<file path="config.mk">
export PLATFORM = sky130hd
export DESIGN_NAME = prio_vec_intc
export DESIGN_NICKNAME = d
export VERILOG_FILES = /design/src/rtl/intc_pkg.sv /design/src/rtl/intc_edge_det.sv /design/src/rtl/intc_io_merge.sv /design/src/rtl/intc_pend_bank.sv /design/src/rtl/intc_prio_enc.sv /design/src/rtl/prio_vec_intc.sv
export SDC_FILE = /design/constraint.sdc
export NUM_CORES = 1
export LEC_CHECK = 0
export CAP_MARGIN = 10
export CORE_UTILIZATION = 43
export DETAILED_ROUTE_END_ITERATION = 8
export DONT_BUFFER_PORTS = 1
export SYNTH_ARGS = -nofsm -noshare
export SYNTH_HDL_FRONTEND = slang
export SYNTH_SLANG_ARGS = --single-unit
</file>
<file path="constraint.sdc">
create_clock -name clk -period 5.5 [get_ports clk]
set_input_delay 1.1 -clock clk [delete_from_list [all_inputs] [get_ports clk]]
set_output_delay 1.1 -clock clk [all_outputs]
set_load 0.03 [all_outputs]
</file>
<file path="src/rtl/intc_pkg.sv">
// Package: source slot numbering shared by the interrupt controller.
// Assumes the fixed eleven-slot priority layout; index 0 is highest.
package intc_pkg;
    localparam int SRC_COUNT     = 11;
    localparam int SRC_SHARED    = 3;   // merged I/O lines slot
    localparam int SRC_IO_FIRST  = 6;   // first dedicated I/O slot
    localparam int DEV_COUNT     = 6;

    // Maps a device request line to its priority slot.
    function automatic int dev_slot(input int d);
        if (d < 3)      return d;        // adc, pwm sync, loop timeout
        else if (d < 5) return d + 1;    // counter error, event timer
        else            return 10;       // pwm trip
    endfunction
endpackage

</file>
<file path="src/rtl/intc_edge_det.sv">
// Module: rising-edge detector for a bundle of level request lines.
// Assumes lines are synchronous to clk; lines high out of reset count as an edge.
module intc_edge_det #(
    parameter int W = 6
) (
    input  logic         clk,
    input  logic         rst_n,
    input  logic [W-1:0] lvl_i,
    output logic [W-1:0] rise_o
);
    logic [W-1:0] prev_q;

    // Remember last cycle's levels.
    always_ff @(posedge clk) begin
        if (!rst_n) prev_q <= '0;
        else        prev_q <= lvl_i;
    end

    assign rise_o = lvl_i & ~prev_q;
endmodule

</file>
<file path="src/rtl/intc_io_merge.sv">
// Module: flag register for the shared I/O lines feeding one merged source.
// Assumes a read clears all flags; a line rising in the read cycle survives.
module intc_io_merge #(
    parameter int W = 8
) (
    input  logic         clk,
    input  logic         rst_n,
    input  logic [W-1:0] rise_i,
    input  logic         rd_i,
    output logic [W-1:0] flag_q_o,
    output logic         any_nxt_o
);
    logic [W-1:0] flag_nxt;

    // Next flags: clear on read, new edges always set.
    always_comb begin
        flag_nxt = (rd_i ? '0 : flag_q_o) | rise_i;
    end

    // Flag storage.
    always_ff @(posedge clk) begin
        if (!rst_n) flag_q_o <= '0;
        else        flag_q_o <= flag_nxt;
    end

    assign any_nxt_o = |flag_nxt;


    flag_clear_chk: assert property (@(posedge clk) disable iff (!rst_n)
        (rd_i && rise_i == '0) |=> (flag_q_o == '0));

    flag_set_chk: assert property (@(posedge clk) disable iff (!rst_n)
        (rise_i != '0) |=> ((flag_q_o & $past(rise_i)) == $past(rise_i)));
endmodule

</file>
<file path="src/rtl/intc_pend_bank.sv">
// Module: per-source pending latches; one slot is a level fed from outside.
// Assumes set wins over clear in the same cycle.
module intc_pend_bank #(
    parameter int N       = 11,
    parameter int LVL_IDX = 3
) (
    input  logic         clk,
    input  logic         rst_n,
    input  logic [N-1:0] set_i,
    input  logic [N-1:0] clr_i,
    input  logic         lvl_i,
    output logic [N-1:0] pend_nxt_o,
    output logic [N-1:0] pend_q_o
);
    for (genvar i = 0; i < N; i++) begin : g_slot
        if (i == LVL_IDX) begin : g_lvl
            // Level slot: follows the merged flag state directly.
            assign pend_nxt_o[i] = lvl_i;
            logic unused_lvl;
            assign unused_lvl = set_i[i] ^ clr_i[i];
        end else begin : g_latch
            // Latch slot: set on edge, held until retired.
            assign pend_nxt_o[i] = set_i[i] | (pend_q_o[i] & ~clr_i[i]);


            rise_from_set_chk: assert property (@(posedge clk) disable iff (!rst_n)
                $rose(pend_q_o[i]) |-> $past(set_i[i]));

            retire_chk: assert property (@(posedge clk) disable iff (!rst_n)
                (clr_i[i] && !set_i[i]) |=> !pend_q_o[i]);
        end
    end

    // Pending storage.
    always_ff @(posedge clk) begin
        if (!rst_n) pend_q_o <= '0;
        else        pend_q_o <= pend_nxt_o;
    end
endmodule

</file>
<file path="src/rtl/intc_prio_enc.sv">
// Module: fixed-priority finder, lowest set index wins.
// Assumes IDX_W can hold N-1.
module intc_prio_enc #(
    parameter int N     = 11,
    parameter int IDX_W = 4
) (
    input  logic [N-1:0]     req_i,
    output logic [IDX_W-1:0] idx_o,
    output logic             valid_o
);
    // Scan from lowest priority up so the lowest index is written last.
    always_comb begin
        idx_o   = '0;
        valid_o = |req_i;
        for (int s = N - 1; s >= 0; s--) begin
            if (req_i[s]) idx_o = IDX_W'(s);
        end
    end
endmodule

</file>
<file path="src/rtl/prio_vec_intc.sv">
// Module: fixed-priority vectored interrupt controller top.
// Collects device and I/O requests into prioritized pending slots, drives an
// active-low interrupt and a vector register (base + step*index).
// Assumes all inputs are synchronous to clk and VEC_STEP is a power of two >= 2.
module prio_vec_intc
    import intc_pkg::*;
#(
    parameter int NUM_SRC   = SRC_COUNT,
    parameter int NUM_DEV   = DEV_COUNT,
    parameter int NUM_IO    = 12,
    parameter int NUM_IO_DIRECT = 4,
    parameter int VEC_W     = 8,
    parameter int VEC_BASE  = 'h30,
    parameter int VEC_STEP  = 4
) (
    input  logic                 clk,
    input  logic                 rst_n,
    input  logic [NUM_DEV-1:0]   dev_req,
    input  logic [NUM_IO-1:0]    io_req,
    input  logic                 mask_we,
    input  logic [NUM_SRC-1:0]   mask_wdata,
    output logic [NUM_SRC-1:0]   mask_q,
    input  logic                 vec_rd,
    output logic [VEC_W-1:0]     vec_q,
    input  logic                 flag_rd,
    output logic [NUM_IO-NUM_IO_DIRECT-1:0] flag_q,
    output logic                 irq_n
);
    localparam int NUM_SHARED = NUM_IO - NUM_IO_DIRECT;
    localparam int IDX_W      = $clog2(NUM_SRC);
    localparam int STEP_SH    = $clog2(VEC_STEP);

    logic [NUM_DEV-1:0]    dev_rise;
    logic [NUM_IO-1:0]     io_rise;
    logic [NUM_SRC-1:0]    src_set, src_clr;
    logic [NUM_SRC-1:0]    pend_nxt, pend_q, mask_nxt, enabled_nxt;
    logic                  shared_any_nxt;
    logic [IDX_W-1:0]      win_idx, vec_idx;
    logic                  win_valid;
    logic [VEC_W-1:0]      vec_off;

    intc_edge_det #(.W(NUM_DEV)) u_dev_edge (
        .clk(clk), .rst_n(rst_n), .lvl_i(dev_req), .rise_o(dev_rise));

    intc_edge_det #(.W(NUM_IO)) u_io_edge (
        .clk(clk), .rst_n(rst_n), .lvl_i(io_req), .rise_o(io_rise));

    intc_io_merge #(.W(NUM_SHARED)) u_merge (
        .clk(clk), .rst_n(rst_n),
        .rise_i(io_rise[NUM_IO-1:NUM_IO_DIRECT]),
        .rd_i(flag_rd), .flag_q_o(flag_q), .any_nxt_o(shared_any_nxt));

    // Route edges into their priority slots.
    always_comb begin
        src_set = '0;
        for (int d = 0; d < NUM_DEV; d++) src_set[dev_slot(d)] = dev_rise[d];
        for (int k = 0; k < NUM_IO_DIRECT; k++) src_set[SRC_IO_FIRST + k] = io_rise[k];
    end

    // Decode the slot currently shown in the vector register.
    assign vec_off = vec_q - VEC_W'(VEC_BASE);
    assign vec_idx = IDX_W'(vec_off >> STEP_SH);

    // Retire the shown slot on a read while the interrupt is active.
    always_comb begin
        src_clr = '0;
        if (vec_rd && !irq_n && (int'(vec_idx) < NUM_SRC)) src_clr[vec_idx] = 1'b1;
    end

    intc_pend_bank #(.N(NUM_SRC), .LVL_IDX(SRC_SHARED)) u_pend (
        .clk(clk), .rst_n(rst_n), .set_i(src_set), .clr_i(src_clr),
        .lvl_i(shared_any_nxt), .pend_nxt_o(pend_nxt), .pend_q_o(pend_q));

    // Mask takes effect at the edge of its write.
    assign mask_nxt = mask_we ? mask_wdata : mask_q;

    // Mask register storage.
    always_ff @(posedge clk) begin
        if (!rst_n) mask_q <= '0;
        else        mask_q <= mask_nxt;
    end

    assign enabled_nxt = pend_nxt & mask_nxt;

    intc_prio_enc #(.N(NUM_SRC), .IDX_W(IDX_W)) u_enc (
        .req_i(enabled_nxt), .idx_o(win_idx), .valid_o(win_valid));

    // Interrupt line and vector register, updated from next-state pending.
    always_ff @(posedge clk) begin
        if (!rst_n) begin
            irq_n <= 1'b1;
            vec_q <= VEC_W'(VEC_BASE);
        end else begin
            irq_n <= ~win_valid;
            if (win_valid) vec_q <= VEC_W'(VEC_BASE + (int'(win_idx) << STEP_SH));
        end
    end

    // Slots of higher priority than the one shown.
    logic [NUM_SRC-1:0] above_mask;
    always_comb begin
        for (int s = 0; s < NUM_SRC; s++) above_mask[s] = (s < int'(vec_idx));
    end


    vec_align_chk: assert property (@(posedge clk) disable iff (!rst_n)
        !irq_n |-> (vec_off[STEP_SH-1:0] == '0 && int'(vec_idx) < NUM_SRC));

    vec_winner_chk: assert property (@(posedge clk) disable iff (!rst_n)
        !irq_n |-> (pend_q[vec_idx] && mask_q[vec_idx]
                    && ((pend_q & mask_q & above_mask) == '0)));

    mask_gate_chk: assert property (@(posedge clk) disable iff (!rst_n)
        (mask_q == '0) |-> irq_n);

    vec_hold_chk: assert property (@(posedge clk) disable iff (!rst_n)
        irq_n |-> $stable(vec_q));

    idle_read_chk: assert property (@(posedge clk) disable iff (!rst_n)
        (irq_n && vec_rd && dev_rise == '0 && io_rise == '0 && !flag_rd)
        |=> (pend_q == $past(pend_q)));
endmodule

</file>
==> reports/qor.csv, run 1 <==
metric,value,unit
status,"finished, final reports clean",
seqPwrFrac,55.5,%
die_w,72.5,um
ys_ff_latch,53,
fin_util,48.2,%
swShare,26.6,%
die_y,72.5,um
synth_top_area_share,49.6,%
crit_fanout,6,
fin_nets,257,
wl,4.32,mm
final_common_cell,dfxtp_1,
dp_hpwl,3.11,mm
num_vias,1500,
synth_area_leaders,"dfxtp_1 (50%), nor2b_1 (5.6%), and2_1 (5.3%)",
drc,0,
pwr-share-comb,11.6,%
postRouteAntennaNets,0,
regArea,1060,sq um
clockBufferDepth,2,
row_count,25,
hold_depth,2,
design_area,2290,sq um
ys_seq_area_share,49.6,%
initialDrtViolationCount,79,
clk_latency,300,ps
cts-root-buf,clkbuf_8,
cts.sinks,53,
core_area,4750,sq um
place_congestion,0.769,
cts_tree,done,
grt_overflow_total,0,
rsz0062_at_grt,no,
startpoint_type,input port,
n_fill_cell,485,
dr.pass1.iters,4,
p_int,601,uW
worst_pin_slew,742,ps
syn_to_final_growth,7.20,%
criticalPathCategory,in2reg,
leakage,0.879,nW
hp-class,reg2reg,
avgSynthCellArea,9.55,sq um
worst_setup_path_end_kind,register,
most-common-layout-cells,"dfxtp_1 (53), nor2b_1 (19), and2_1 (18), a21oi_1 (17), nor2_1 (17)",
reg2reg_from,vec_q[4]$_SDFFE_PN1N_,
post_route_cells_drive_above_1_share,6.73,%
reg2reg_slack,2790,ps
via_per_inst,5.17,
fin_worst_skew,6.87,ps
cts_resized,0,
grt_pass1_vias,1483,
crit_start,io_req[4],
grtUsageTotal,17.8,%
yosysUniqueCellTypes,42,
max_freq,0.342,GHz
power_switching,218,uW
multiInputGateArea,1020,sq um
ios,62,
maxCapViolations,0,
slew_headroom,50.5,%
min_from,u_pend.pend_q_o[5]$_SDFF_PN0_,
worst-r2r-cell-count,8,
placed_area,2180,sq um
postCtsHoldBufs,0,
portBuffers,0,
worstPathArrival,3120,ps
clkTransAtPathRegs,90,ps
initial_core_util,45.0,%
antenna_found_initial,0,
syn_area,2140,sq um
period_needed,2930,ps
period_share,53.2,%
ys.warnings.count,0,
slew_viol_final,0,
pwr-share-clk,32.9,%
grt_pass1_wl,7.11,mm
antennaDiodeCount,0,
setup_viol,0,
ir_drop,158,uV
die-area,5260,sq um
required,5700,ps
cts-buffers-inserted,5,
fin_setup_tns,0,ps
synthCells,224,
post_drt_wl_per_cell,14.9,um
hold_viol,0,
cts_setup_buffers,0,
htree_levels,2,
synth_largest_area_cell,dfxtp_1,
grt_max_degree,35,
p_per_area,358,nW/um^2
[critical path, stage by stage]
cell	delay, ps
nor2b_1	120
nor4_1	340
a41oi_1	270
or4_1	630
nor2_1	160
inv_1	60
ha_1	270
o31a_1	120
o21ai_1	50
[kinds of logic after synthesis]
kind of cell	synth area share [%]
AOI/OAI and AO/OA	15.9
other	0.175
DFF	49.6
adders and majority gates	0.585
and+or+nand+nor	25.7
muxes	5.15
buffers and inverters	2.87
[final timing paths]
check / endpoint
min reg2reg: u_pend.pend_q_o[5]$_SDFF_PN0_
max: vec_q[5]$_SDFFE_PN1N_
max reg2reg: vec_q[5]$_SDFFE_PN1N_
min: u_pend.pend_q_o[5]$_SDFF_PN0_
[per-layer routing]
layer / part of all wire, % / track usage (%) / vias to the layer above
met2: 42 / 26.3 / 42
met1: 49 / 23.8 / 679
met4: 1.3 / 5.88 / 0
li1: - / - / 773
met5: 0 / 0 / -
met3: 7.6 / 6.81 / 6
[per-stage QoR]
step                total power, mW  std cells  setup slack (ps)  hold WS, ps
finish                        0.820        290              2570          476
global route                  0.861        290              2350          511
CTS                           0.828        290              2530          478
detailed placement            0.560        282              2200          463
global placement              0.559        282              2190          460
floorplan                     0.545        226              2480          444
[power by group through the flow]
stage	logic (mW)	registers, mW	clock network, mW
after global placement	0.0953	0.464	0
after floorplan	0.0853	0.459	0
after detailed placement	0.0952	0.464	0
final	0.0952	0.455	0.269
after CTS	0.0956	0.456	0.277
after global routing	0.108	0.459	0.294
[flip-flops by register name, summed over array words and instances (netlist names)]
| name | cells |
|---|---|
| u_io_edge.prev_q | 12 |
| mask_q | 11 |
| u_pend.pend_q_o | 10 |
| u_merge.flag_q_o | 8 |
| u_dev_edge.prev_q | 6 |
| vec_q | 5 |
| irq_n | 1 |
[cells in the mapped netlist, drive strengths merged]
library cell,count
a21o,1
inv,2
clkbuf,7
nand4b,1
a311oi,1
nor4,10
nor2,17
a311o,1
or2,2
o32a,1
o21a,10
o31ai,1
o21bai,1
dfxtp,53
nor3,3
nand2,4
or4b,1
o21ai,11
o22ai,1
a221o,1
mux2i,11
or4,2
ha,1
and2,18
nor2b,19
a41oi,1
or3,2
nand2b,11
o31a,1
a31o,1
a211oi,2
nand4bb,1
buf,4
nand3,2
conb,1
a21oi,18
[area by class of cell]
cell class                 instances  area share (%)
sequential                        53            46.3
clock inverter                     1            1.31
clock buffer                       7            3.77
inverter                           2           0.328
tap                               67            3.66
multi-input combinational        160            44.7
Note: power is estimated with default switching activity, not from simulation.
==> run 2: changes to the inputs <==
--- a/config.mk
+++ b/config.mk
@@ -5,6 +5,7 @@
 export SDC_FILE = /design/constraint.sdc
 export NUM_CORES = 1
 export LEC_CHECK = 0
+export ABC_AREA = 1
 export CAP_MARGIN = 10
 export CORE_UTILIZATION = 43
 export DETAILED_ROUTE_END_ITERATION = 8
==> constraint.sdc (replaced) <==
create_clock -name clk -period 2.9 [get_ports clk]
set_input_delay 0.58 -clock clk [delete_from_list [all_inputs] [get_ports clk]]
set_output_delay 0.58 -clock clk [all_outputs]
set_load 0.03 [all_outputs]
==> reports/qor.csv, run 2 <==
metric,value,unit,change
place_congestion,0.889,,was 0.769
initial_core_util,45.2,%,was 45.0%
clockBufferDepth,2,,unchanged
cp_common_cell,nand2_1,,
htree_levels,2,,unchanged
path_cells,inv_1 -> nor2_2 -> nand4_1 -> nand2_1 -> nand2_1 -> nand2_1 -> nand2_2 -> nor2_8 -> o21ai_1 -> ha_1 -> inv_1 -> nor2_1 -> a21oi_2,,was nor2b_1 -> nor4_1 -> a41oi_1 -> or4_1 -> nor2_1 -> inv_1 -> ha_1 -> o31a_1 -> o21ai_1
worstPathArrival,2370,ps,was 3120 ps
portBuffers,0,,unchanged
rsz0062_at_grt,no,,unchanged
synth_common_cells,"nand2_1 (83), inv_1 (74), dfxtp_1 (53)",,"was dfxtp_1 (53), nor2b_1 (19), and2_1 (18)"
fin_nets,362,,was 257
critical_path.max_stage_delay,580,ps,was 630 ps
final_common_cell,nand2_1,,was dfxtp_1
yosysUniqueCellTypes,28,,was 42
slew_headroom,65.4,%,was 50.5%
grt_overflow_total,0,,unchanged
setup_viol,0,,unchanged
crit_start,vec_q[2]$_SDFFE_PN0N_,,was io_req[4]
syn_to_final_growth,5.92,%,was 7.20%
yosysMostFrequentCell,nand2_1,,was dfxtp_1
synthSimpleGateAreaFrac,27.9,%,was 25.7%
cts_setup_buffers,0,,unchanged
synth_top_family_by_area,simple AND/OR/NAND/NOR gates,,unchanged
grtUsageTotal,17.4,%,was 17.8%
slew_viol_final,0,,unchanged
crit_fanout,5,,was 6
clk_latency,310,ps,was 300 ps
worst_pin_slew,518,ps,was 742 ps
p_per_area,608,nW/um^2,was 358 nW/um^2
dp_hpwl,3.39,mm,was 3.11 mm
ir_drop,334,uV,was 158 uV
cts-root-buf,clkbuf_8,,unchanged
syn_area,2320,sq um,was 2140 sq um
die_y,75.5,um,was 72.5 um
initialDrtViolationCount,105,,was 79
final_cells,398,,was 290
grt_pass1_vias,1578,,was 1483
cts.sinks,53,,unchanged
synthCells,327,,was 224
synth-async-reset-ratio,0,%,unchanged
ys_ff_latch,53,,unchanged
postCtsHoldBufs,0,,unchanged
fin_setup_tns,0,ps,unchanged
maxCapViolations,0,,unchanged
synth_top_area_share,45.7,%,was 49.6%
synth_largest_area_cell,dfxtp_1,,unchanged
period_needed,2160,ps,
largest_reg_flops,12,,unchanged
ios,62,,unchanged
cts_tree,done,,unchanged
ys.warnings.count,0,,unchanged
grt_max_degree,22,,was 35
num_vias,1760,,was 1500
hold_viol,0,,unchanged
slowest_stage,dfxtp_1,,was or4_1
place_inst,390,,was 282
hp-class,in2reg,,was reg2reg
startpoint_type,register,,was input port
synth_xor_area_share,0,%,unchanged
cts-buffers-inserted,5,,unchanged
wl,4.44,mm,was 4.32 mm
antennaDiodeCount,0,,unchanged
drc,0,,unchanged
required,3110,ps,was 5700 ps
die_w,75.5,um,was 72.5 um
synth_compound_area_share,9.53,%,was 15.9%
synth-main-ff-cell,dfxtp_1,,unchanged
synth_area_leaders,"dfxtp_1 (46%), nand2_1 (13%), inv_1 (12%)",,"was dfxtp_1 (50%), nor2b_1 (5.6%), and2_1 (5.3%)"
via_per_inst,4.42,,was 5.17
min_from,io_req[7],,was u_pend.pend_q_o[5]$_SDFF_PN0_
post_route_cells_drive_above_1_share,10.7,%,was 6.73%
n_fill_cell,570,,was 485
avgSynthCellArea,7.11,sq um,was 9.55 sq um
reg_top3,"u_io_edge.prev_q: 12 flops, mask_q: 11 flops, u_pend.pend_q_o: 10 flops",,unchanged
clkTransAtPathRegs,100,ps,was 90 ps
synth_mux_area_share,0.862,%,was 5.15%
synth-edff-count,0,,unchanged
row_count,26,,was 25
reg2reg_from,vec_q[2]$_SDFFE_PN0N_,,was vec_q[4]$_SDFFE_PN1N_
criticalPathCategory,reg2reg,,was in2reg
core_area,5140,sq um,was 4750 sq um
status,"finished, final reports clean",,unchanged
worst_setup_path_end_kind,register,,unchanged
cts_resized,0,,unchanged
grt_pass1_wl,7.27,mm,was 7.11 mm
period_share,74.4,%,
regMostFlops,u_io_edge.prev_q,,unchanged
leakage,1.34,nW,was 0.879 nW
postRouteAntennaNets,0,,unchanged
fin_worst_skew,6.10,ps,was 6.87 ps
antenna_found_initial,0,,unchanged
dr.pass1.iters,4,,unchanged
post_drt_wl_per_cell,11.1,um,was 14.9 um
synthAdderAreaFrac,0.539,%,was 0.585%
ys_seq_area_share,45.7,%,was 49.6%
most-common-layout-cells,"nand2_1 (83), inv_1 (74), dfxtp_1 (53), nor2_1 (31), o21ai_1 (15)",,"was dfxtp_1 (53), nor2b_1 (19), and2_1 (18), a21oi_1 (17), nor2_1 (17)"
max_freq,0.464,GHz,
die-area,5700,sq um,was 5260 sq um
==> run 2: cell count changes in the layout (fill, tap and decap cells not counted), moves of 7 or more <==
cell,delta
o21a_1,-10
inv_2,+7
nand2b_1,-11
inv_1,+72
mux2i_1,-9
and2_1,-17
nor2_1,+14
nand2_1,+79
o21ai_1,+13
nor4_1,-10
nor2b_1,-19
==> run 2: cell type report <==
cell class	count	area (sq um)	share of cell area (%)
Inverter	81	304	12.4
Clock buffer	6	72.6	2.95
Multi-Input combinational cell	185	915	37.2
Sequential cell	53	1060	43.1
Timing Repair Buffer	1	7.51	0.305
Tap cell	70	87.6	3.56
Clock inverter	2	13.8	0.559
==> run 2: worst paths after layout <==
| check | endpoint | cells after the start | slack, ps |
|---|---|---|---|
| setup / recovery | vec_q[5]$_SDFFE_PN1N_ | 13 | 740 |
| hold / removal | u_io_edge.prev_q[7]$_SDFF_PN0_ | 2 | 360 |
| setup reg to reg | vec_q[5]$_SDFFE_PN1N_ | 13 | 740 |
| hold reg to reg | u_pend.pend_q_o[0]$_SDFF_PN0_ | 2 | 470 |
==> run 2: power by group <==
part	total (mW)	leakage (nW)	switching, mW	internal, mW
clock	0.422	0.0456	0.249	0.173
sequential	0.864	0.441	0.0850	0.779
combinational	0.210	0.850	0.136	0.0744
==> run 2: per-layer routing <==
metal	GRT usage (%)	wire, um
met5	0	0
met4	4.94	42
met3	5.69	352
met2	26.8	1950
met1	23.3	2090
==> run 2: kinds of logic after synthesis <==
kind of cell / Yosys count
other: 1
DFF: 53
AOI/OAI and AO/OA: 39
adders and majority gates: 1
buffers and inverters: 91
muxes: 2
and+or+nand+nor: 140
==> run 2: critical path, delay by kind of cell, from the launching register on <==
kind | cells | cell delay, ps
AOI/OAI and AO/OA | 2 | 140
adders and majority gates | 1 | 280
buffers and inverters | 2 | 180
DFF | 1 | 580
and+or+nand+nor | 8 | 890
==> run 2: through the flow <==
stage | hold WS, ps | setup slack, ps | total power, mW | cell area, sq um | utilization [%]
floorplan | 440 | 884 | 1.06 | 2330 | -
global placement | 457 | 709 | 1.09 | 2370 | 46.2
detailed placement | 458 | 730 | 1.09 | 2370 | 46.2
CTS | 353 | 721 | 1.51 | 2460 | 47.9
global route | 343 | 478 | 1.58 | 2460 | 47.9
finish | 357 | 743 | 1.50 | 2460 | 47.9
